File: src/rtl/uart_stat_pkg.sv
package uart_stat_pkg;
  localparam int STAT_W   = 8;
  localparam int B_IRQ    = 7;
  localparam int B_DSR    = 6;
  localparam int B_DCD    = 5;
  localparam int B_TDRE   = 4;
  localparam int B_RDRF   = 3;
  localparam int B_OVR    = 2;
  localparam int B_FE     = 1;
  localparam int B_PE     = 0;
  localparam int MDM_LINES = 2;

  typedef enum logic [1:0] {
    TIC_OFF_RTS_HI = 2'b00,
    TIC_IRQ_ON     = 2'b01,
    TIC_IRQ_OFF    = 2'b10,
    TIC_BREAK      = 2'b11
  } tic_mode_e;
endpackage

File: src/rtl/modem_line_sync.sv
module modem_line_sync #(
  parameter int WIDTH  = 2,
  parameter int STAGES = 2
) (
  input  logic             clk,
  input  logic             rst_n,
  input  logic [WIDTH-1:0] async_in,
  output logic [WIDTH-1:0] sync_out
);
  logic [WIDTH-1:0] stage_q [STAGES];

  genvar s;
  generate
    for (s = 0; s < STAGES; s++) begin : g_stage
      if (s == 0) begin : g_first
        always_ff @(posedge clk or negedge rst_n) begin
          if (!rst_n) stage_q[s] <= '1;
          else        stage_q[s] <= async_in;
        end
      end else begin : g_next
        always_ff @(posedge clk or negedge rst_n) begin
          if (!rst_n) stage_q[s] <= '1;
          else        stage_q[s] <= stage_q[s-1];
        end
      end
    end
  endgenerate

  assign sync_out = stage_q[STAGES-1];
endmodule

File: src/rtl/modem_change_latch.sv
module modem_change_latch #(
  parameter int WIDTH = 2
) (
  input  logic             clk,
  input  logic             rst_n,
  input  logic             en,
  input  logic             stat_rd,
  input  logic [WIDTH-1:0] lvl,
  output logic [WIDTH-1:0] view,
  output logic             chg_evt
);
  logic [WIDTH-1:0] lat_q;
  logic             pend_q;
  logic             diff;

  assign diff    = (lvl != lat_q);
  assign chg_evt = en && (pend_q ? (stat_rd && diff) : diff);
  assign view    = pend_q ? lat_q : lvl;

  always_ff @(posedge clk or negedge rst_n) begin
    if (!rst_n) begin
      lat_q  <= '1;
      pend_q <= 1'b0;
    end else if (!en) begin
      lat_q  <= lvl;
      pend_q <= 1'b0;
    end else if (!pend_q || stat_rd) begin
      lat_q  <= lvl;
      pend_q <= diff;
    end
  end

  // frozen levels hold while no status read happens
  p_freeze_r6: assert property (@(posedge clk) disable iff (!rst_n)
    (pend_q && en && !stat_rd) |=> $stable(lat_q));

  // disabled latch never stays frozen
  p_no_pend_off_r10: assert property (@(posedge clk) disable iff (!rst_n)
    !en |=> !pend_q);
endmodule

File: src/rtl/rx_tx_flags.sv
module rx_tx_flags (
  input  logic clk,
  input  logic rst_n,
  input  logic prog_rst,
  input  logic rx_load,
  input  logic rx_fe,
  input  logic rx_pe,
  input  logic rx_rd,
  input  logic tx_wr,
  input  logic tx_empty_set,
  output logic rdrf,
  output logic ovr,
  output logic fe,
  output logic pe,
  output logic tdre,
  output logic rx_acc
);
  logic full_after_rd;

  assign full_after_rd = rdrf && !rx_rd;
  assign rx_acc        = rx_load && !full_after_rd;

  always_ff @(posedge clk or negedge rst_n) begin
    if (!rst_n) begin
      rdrf <= 1'b0;
      fe   <= 1'b0;
      pe   <= 1'b0;
    end else if (rx_acc) begin
      rdrf <= 1'b1;
      fe   <= rx_fe;
      pe   <= rx_pe;
    end else if (rx_rd) begin
      rdrf <= 1'b0;
      fe   <= 1'b0;
      pe   <= 1'b0;
    end
  end

  always_ff @(posedge clk or negedge rst_n) begin
    if (!rst_n)                          ovr <= 1'b0;
    else if (prog_rst || rx_rd)          ovr <= 1'b0;
    else if (rx_load && full_after_rd)   ovr <= 1'b1;
  end

  always_ff @(posedge clk or negedge rst_n) begin
    if (!rst_n)            tdre <= 1'b1;
    else if (tx_wr)        tdre <= 1'b0;
    else if (tx_empty_set) tdre <= 1'b1;
  end

  // a read with no new word empties the receive side
  p_rd_clears_r3: assert property (@(posedge clk) disable iff (!rst_n)
    (rx_rd && !rx_load) |=> (!rdrf && !fe && !pe && !ovr));

  // a word arriving into a full register sets overrun and keeps old flags
  p_overrun_hold_r4: assert property (@(posedge clk) disable iff (!rst_n)
    (rx_load && rdrf && !rx_rd && !prog_rst) |=> (ovr && rdrf && $stable(fe) && $stable(pe)));

  // a write always leaves the transmit register full
  p_tx_write_r5: assert property (@(posedge clk) disable iff (!rst_n)
    tx_wr |=> !tdre);
endmodule

File: src/rtl/uart_stat_irq.sv
module uart_stat_irq
  import uart_stat_pkg::*;
#(
  parameter int SYNC_STAGES = 2
) (
  input  logic        clk,
  input  logic        rst_n,
  input  logic        prog_rst,
  input  logic        stat_rd,
  input  logic        rx_load,
  input  logic        rx_fe,
  input  logic        rx_pe,
  input  logic        rx_rd,
  input  logic        tx_wr,
  input  logic        tx_empty_set,
  input  logic        dcd_n,
  input  logic        dsr_n,
  input  logic        cmd_dtr,
  input  logic        cmd_ird,
  input  logic [1:0]  cmd_tic,
  input  logic        cmd_echo,
  output logic [7:0]  status,
  output logic        irq_n,
  output logic        irq_oe,
  output logic        rts_n,
  output logic        dtr_n,
  output logic        tx_break
);
  localparam int L_DCD = 0;
  localparam int L_DSR = 1;

  logic [MDM_LINES-1:0] mdm_raw, mdm_sync, mdm_view;
  logic mdm_en, mdm_chg;
  logic rdrf, ovr, fe, pe, tdre, rx_acc;
  logic rx_evt, tx_evt;
  logic src_mdm_q, src_dat_q, irq;
  tic_mode_e tic;

  assign tic            = tic_mode_e'(cmd_tic);
  assign mdm_raw[L_DCD] = dcd_n;
  assign mdm_raw[L_DSR] = dsr_n;

  modem_line_sync #(.WIDTH(MDM_LINES), .STAGES(SYNC_STAGES)) u_sync (
    .clk(clk), .rst_n(rst_n), .async_in(mdm_raw), .sync_out(mdm_sync));

  assign mdm_en = cmd_dtr && !prog_rst;

  modem_change_latch #(.WIDTH(MDM_LINES)) u_latch (
    .clk(clk), .rst_n(rst_n), .en(mdm_en), .stat_rd(stat_rd),
    .lvl(mdm_sync), .view(mdm_view), .chg_evt(mdm_chg));

  rx_tx_flags u_flags (
    .clk(clk), .rst_n(rst_n), .prog_rst(prog_rst),
    .rx_load(rx_load), .rx_fe(rx_fe), .rx_pe(rx_pe), .rx_rd(rx_rd),
    .tx_wr(tx_wr), .tx_empty_set(tx_empty_set),
    .rdrf(rdrf), .ovr(ovr), .fe(fe), .pe(pe), .tdre(tdre), .rx_acc(rx_acc));

  assign rx_evt = rx_acc && cmd_dtr && !cmd_ird && !prog_rst;
  assign tx_evt = tx_empty_set && cmd_dtr && (tic == TIC_IRQ_ON) && !prog_rst;

  always_ff @(posedge clk or negedge rst_n) begin
    if (!rst_n)         src_mdm_q <= 1'b0;
    else if (prog_rst)  src_mdm_q <= 1'b0;
    else if (mdm_chg)   src_mdm_q <= 1'b1;
    else if (stat_rd)   src_mdm_q <= 1'b0;
  end

  always_ff @(posedge clk or negedge rst_n) begin
    if (!rst_n)                 src_dat_q <= 1'b0;
    else if (rx_evt || tx_evt)  src_dat_q <= 1'b1;
    else if (stat_rd)           src_dat_q <= 1'b0;
  end

  assign irq = src_mdm_q || src_dat_q;

  always_comb begin
    status         = '0;
    status[B_IRQ]  = irq;
    status[B_DSR]  = mdm_view[L_DSR];
    status[B_DCD]  = mdm_view[L_DCD];
    status[B_TDRE] = tdre;
    status[B_RDRF] = rdrf;
    status[B_OVR]  = ovr;
    status[B_FE]   = fe;
    status[B_PE]   = pe;
  end

  assign irq_oe   = irq;
  assign irq_n    = !irq;
  assign rts_n    = (tic == TIC_OFF_RTS_HI) && !cmd_echo;
  assign dtr_n    = !cmd_dtr;
  assign tx_break = (tic == TIC_BREAK);

  // no interrupt can begin while the master ready bit is low
  p_irq_needs_dtr_r10: assert property (@(posedge clk) disable iff (!rst_n)
    $rose(irq) |-> $past(cmd_dtr));

  // program reset drops the modem interrupt source
  p_prog_release_r12: assert property (@(posedge clk) disable iff (!rst_n)
    prog_rst |=> !src_mdm_q);

  // a read with no new event clears the summary bit
  p_read_clears_r11: assert property (@(posedge clk) disable iff (!rst_n)
    (stat_rd && !mdm_chg && !rx_evt && !tx_evt) |=> !irq);

  // error-only activity never raises the request
  p_err_quiet_r8: assert property (@(posedge clk) disable iff (!rst_n)
    (!mdm_chg && !rx_evt && !tx_evt && !irq) |=> !irq);
endmodule

File: config.mk
export PLATFORM = sky130hd
export DESIGN_NAME = uart_stat_irq
export DESIGN_NICKNAME = d
export VERILOG_FILES = /design/src/rtl/uart_stat_pkg.sv /design/src/rtl/modem_line_sync.sv /design/src/rtl/modem_change_latch.sv /design/src/rtl/rx_tx_flags.sv /design/src/rtl/uart_stat_irq.sv
export SDC_FILE = /design/constraint.sdc
export NUM_CORES = 1
export LEC_CHECK = 0
export ABC_AREA = 1
export BUFFER_PORTS_ARGS = -buffer_cell sky130_fd_sc_hd__buf_2
export CORE_MARGIN = 2
export CORE_UTILIZATION = 47
export CTS_CLUSTER_SIZE = 24
export DETAILED_ROUTE_END_ITERATION = 7
export PLACE_DENSITY = 0.78
export SYNTH_ARGS = -nofsm -noshare
export SYNTH_HDL_FRONTEND = slang
export SYNTH_SLANG_ARGS = --single-unit
export TNS_END_PERCENT = 30
File: constraint.sdc
create_clock -name clk -period 1.75 [get_ports clk]
set_input_delay 0.0875 -clock clk [delete_from_list [all_inputs] [get_ports clk]]
set_output_delay 0.0875 -clock clk [all_outputs]
set_load 0.02 [all_outputs]
# Word level (Yosys, flattened, before mapping)
# Cells that the tools add are included.
# word_totals
output_inout_bits	13
rom_bits	0
ram_bits	0
elab_cells	64
input_bits	17
mem_count	0
latchBits	0
ff_bits	14
# op_classes
add_sub_neg	0
n_reduce_logical	31
mul	0
n_shift	0
muxes	18
bitwise	0
n_div	0
n_eq_ne	4
order_cmp	0
# ops
op	count
two-way mux 1 bit	15
logical AND 1 bit	13
zero test 1 bit	8
nonzero test 2 bit	4
two-way mux 2 bit	3
logical OR 1 bit	4
nonzero test 3 bit	1
== test 2 x 1 -> 1 bit, second input constant	1
== test 2 bit, second input constant	1
zero test 2 bit	1
inequality test 2 bit	1
inequality test 2 bit, second input constant	1

# Logic depth before layout (Yosys ltp)
# logic_depth
word_depth	9
ltp_mapped	6
ltp_nobuf	6

# By module
# A second synthesis with hierarchy kept.
# hier_totals
hier_cells	85
area_unflattened_um2	695.7
# by_module_without_submodules
module	instances	cells_each	area_per_inst_um2
rx_tx_flags	1	24	214.0
modem_change_latch	1	29	187.7
uart_stat_irq	1	26	173.9
modem_line_sync	1	6	120.1

# Worst setup path after synthesis
# Ideal clock, no wire load.
# synth_timing
path_type	register to output
start	register src_dat_q
end	output status[7]
n_path_buf	1
arrival_time_ns	1.106
path_slack_ns	0.556
t_required_ns	1.662
stages_incl_launch_ff	4
path_cell_list	dfrtp_1 nor2_1 inv_1 buf_4
# synth_between
elab_chain_len	1
# synth_rtl
item	line_no	source
start, declared	uart_stat_irq.sv:36	logic src_mdm_q, src_dat_q, irq;
start signal, assigned	uart_stat_irq.sv:69	if (!rst_n) src_dat_q <= 1'b0;
start signal, assigned	uart_stat_irq.sv:70	else if (rx_evt || tx_evt) src_dat_q <= 1'b1;
start signal, assigned	uart_stat_irq.sv:71	else if (stat_rd) src_dat_q <= 1'b0;
logical OR 1 bit	uart_stat_irq.sv:74	assign irq = src_mdm_q || src_dat_q;
end, declared	uart_stat_irq.sv:22	output logic [7:0] status,
# No other way between the ends.

# Final worst setup path
# layout_timing
start	register u_sync.stage_q (netlist bit u_sync.sync_out[0])
end	output status[5]
# layout_between
elab_chain_len	1
# layout_rtl
item	line_no	source
start, declared	modem_line_sync.sv:10	logic [WIDTH-1:0] stage_q [STAGES];
start signal, assigned by index	modem_line_sync.sv:23	else stage_q[s] <= stage_q[s-1];
two-way mux 2 bit	modem_change_latch.sv:18	assign view = pend_q ? lat_q : lvl;
# No other way between the ends.

==> run_results.csv <==
group,metric,value,unit
synthesis,synth_async_sr_flop_share,100,%
place,place_congestion,0.734,
sta,max_freq,798,MHz
pwr,comb_power_share,19.0,%
critical_path,crit_required,1.66,ns
clocking,cts_made_buffers,3,
clocking,post_cts_buffers,0,
sta,fin_setup_tns,0,ns
critical_path,ff2ff_setup_slack,0.78,ns
detailed_routing,wl_per_cell,9.89,um
sta,slew_headroom,80.5,%
place,port_buffers,29,
pwr,switchingPower,198,uW
detailed_routing,drtAntennaViolNets,0,
synthesis,yosysSeqAreaShare,54.2,%
sta,fin_ws,0.497,ns
critical_path,rr_endpoint,"u_latch.pend_q",
worst_hold_path,hold_path_class,"primary input to register",
critical_path,worstPathArrival,1.17,ns
cells_and_area,seqCellArea,359,sq um
synthesis,syn_area,663,sq um
cells_and_area,syn2layout_area_growth,29.4,%
detailed_routing,via_per_inst,4.61,
sta,post-route-period-util,71.6,%
synthesis,yosysUniqueCellTypes,17,
synthesis,synth_top_area_share,27.7,%
clocking,cts_buffer_depth,2,
pwr,irDropWorstVdd,576,uV
pwr,p_int,533,uW
pwr,p_per_area,851,nW/um^2
clocking,post_cts_resized,0,
clocking,postCtsHoldBufs,4,
critical_path,worstRegToRegCells,4,
synthesis,synth_ff_type,"dfstp_2",
pwr,p_leak,0.000498,uW
synthesis,synth_cells,76,
clocking,htree_levels,1,
detailed_routing,via_count,562,
floorplan,core-area,1320,sq um
critical_path,r2r-start,"u_sync.sync_out[1]",
sta,fin_skew,0.00586,ns
worst_hold_path,min_from,"rx_pe",
grt,gr-total-overflow,0,
job,maxCapViolations,0,
sta,hold_slack,0.0446,ns
detailed_routing,drc,0,
worst_hold_path,holdPathStages,3,
synthesis,synthTopCellsByCount,"nand2_1 (20), inv_1 (11), dfrtp_1 (7), dfstp_2 (7)",
grt,grt_usage,15.3,%
pwr,seqPwrFrac,50.2,%
critical_path,start_kind,"register",
sta,worst_slew_pin_slew,0.292,ns
place,dp.final_hpwl,975,um
pwr,clock_power_share,30.8,%
detailed_routing,drt_wl_total,1210,um
critical_path,crit_fanout,3,
grt,grt_pass1_vias,533,
cells_and_area,antenna_cells,0,
sta,slew_violations,0,
grt,grt_max_degree,15,
sta,min_period,1.25,ns
clocking,cts.sinks,14,
synthesis,avgSynthCellArea,8.73,sq um
synthesis,synth_seq_cells,14,
grt,antenna_found_initial,0,
synthesis,yosys-top-cells-area,"dfstp_2 (28%), dfrtp_1 (26%), nand2_1 (11%)",
critical_path,end_kind,"primary output",
floorplan,io_pins,30,
cells_and_area,nets,125,
clocking,clk_pin_slew,0.08,ns
sta,setup-violations-final,0,
synthesis,synth_top_area_cell,"dfstp_2",
cells_and_area,multi_input_area,214,sq um
floorplan,die_h,41.6,um
cells_and_area,fillers,113,
floorplan,num_rows,13,
detailed_routing,drt-pass1-iter-count,3,
clocking,root_buffer,"clkbuf_4",
critical_path,worstSetupPathType,"register to primary output",
synthesis,synth-warning-count,0,
synthesis,yosysMostFrequentCell,"nand2_1",
place,place_ws,0.797,ns
floorplan,die_area,1730,sq um
sta,hold_viol_final,0,
detailed_routing,drt_iter0_drc,7,
clocking,worstSkewPairLatency,0.28,ns
run_status,status,"finished clean",
pwr,swShare,27.1,%
synthesis,syn-num-nets,93,
sta,rsz0062_at_grt,"no",
clocking,cts_tree,"built",
floorplan,initial_core_util,50.3,%
cells_and_area,drive_gt1_share,41.1,%
worst_hold_path,min_to,"u_flags.pe",
synthesis,synth-edff-count,0,
floorplan,dieWidth,41.6,um
grt,grt_pass1_wl,2010,um
-- placed cells by master, fill, tap and decap left out --
| cell type | instances |
|---|---|
| inv_2 | 1 |
| dlygate4sd3_1 | 4 |
| a21oi_1 | 2 |
| dfrtp_1 | 7 |
| nand3_4 | 1 |
| inv_1 | 11 |
| nand2_1 | 20 |
| dfstp_2 | 7 |
| nand2_2 | 1 |
| nor2_1 | 6 |
| nand3_1 | 6 |
| nor3_1 | 1 |
| o21ai_0 | 2 |
| buf_2 | 29 |
| xnor2_1 | 1 |
| clkbuf_8 | 1 |
| o21ai_1 | 2 |
| nor2_4 | 1 |
| nand3b_1 | 1 |
| clkbuf_4 | 3 |
-- flip-flops by register name, indices dropped and copies added (netlist names) --
name / flops
u_latch.lat_q: 2
u_sync.stage_q: 2
u_sync.sync_out: 2
src_dat_q: 1
src_mdm_q: 1
u_flags.fe: 1
u_flags.ovr: 1
u_flags.pe: 1
u_flags.rdrf: 1
u_flags.tdre: 1
u_latch.pend_q: 1
-- worst max-delay path by stage --
stage / end / slack [ns] / from
final: status[5] / 0.50 / u_sync.sync_out[0]
after global routing: status[5] / 0.42 / u_sync.sync_out[0]
after CTS: status[5] / 0.48 / u_sync.sync_out[0]
after detailed placement: status[5] / 0.80 / u_sync.sync_out[0]
after global placement: status[6] / 0.81 / u_sync.sync_out[1]
after floorplan: status[7] / 0.56 / src_dat_q
-- power by group through the flow --
stage                     Sequential, uW  Combinational [uW]  Clock, uW
after floorplan                      368                92.4          0
after global placement               371                 131          0
after detailed placement             372                 134          0
after CTS                            366                 141        236
after global routing                 369                 154        247
final                                366                 139        225
-- layer usage --
layer	global-route usage, %	vias to the layer above	wire length [um]
met4	3.87	0	13
met1	14.7	251	485
met3	5.22	2	69
li1	-	290	-
met2	30.3	19	639
met5	0	-	0
-- critical path, cell delays in order (launching register included) --
cell and delay [ns]:
dfstp_2 0.55, inv_1 0.05, o21ai_0 0.12, buf_2 0.18
-- cells by family (layout without fill, tap and decap cells) --
logic type,count (synthesis),after routing,synth area share [%]
compound gates,6,6,4.53
xor+xnor,1,1,1.32
buf+inv,18,49,13.6
flops,14,14,54.2
simple gates,37,37,26.4
-- metrics by stage --
| stage | area (sq um) | util (%) | std cells | total power, uW |
|---|---|---|---|---|
| final | 858 | 65.1 | 122 | 731 |
| after global routing | 858 | 65.1 | 122 | 770 |
| after CTS | 858 | 65.1 | 122 | 743 |
| after detailed placement | 782 | 59.4 | 114 | 506 |
| after global placement | 782 | 59.4 | 114 | 501 |
| after floorplan | 663 | - | 76 | 461 |
-- cell type report --
type	instances	share of cell area (%)
inverter	12	5.25
sequential	14	41.8
timing repair buffer	33	21.6
multi-input combinational	44	24.9
tap	15	2.19
clock buffer	4	4.23
(Power assumes the default switching activity.)
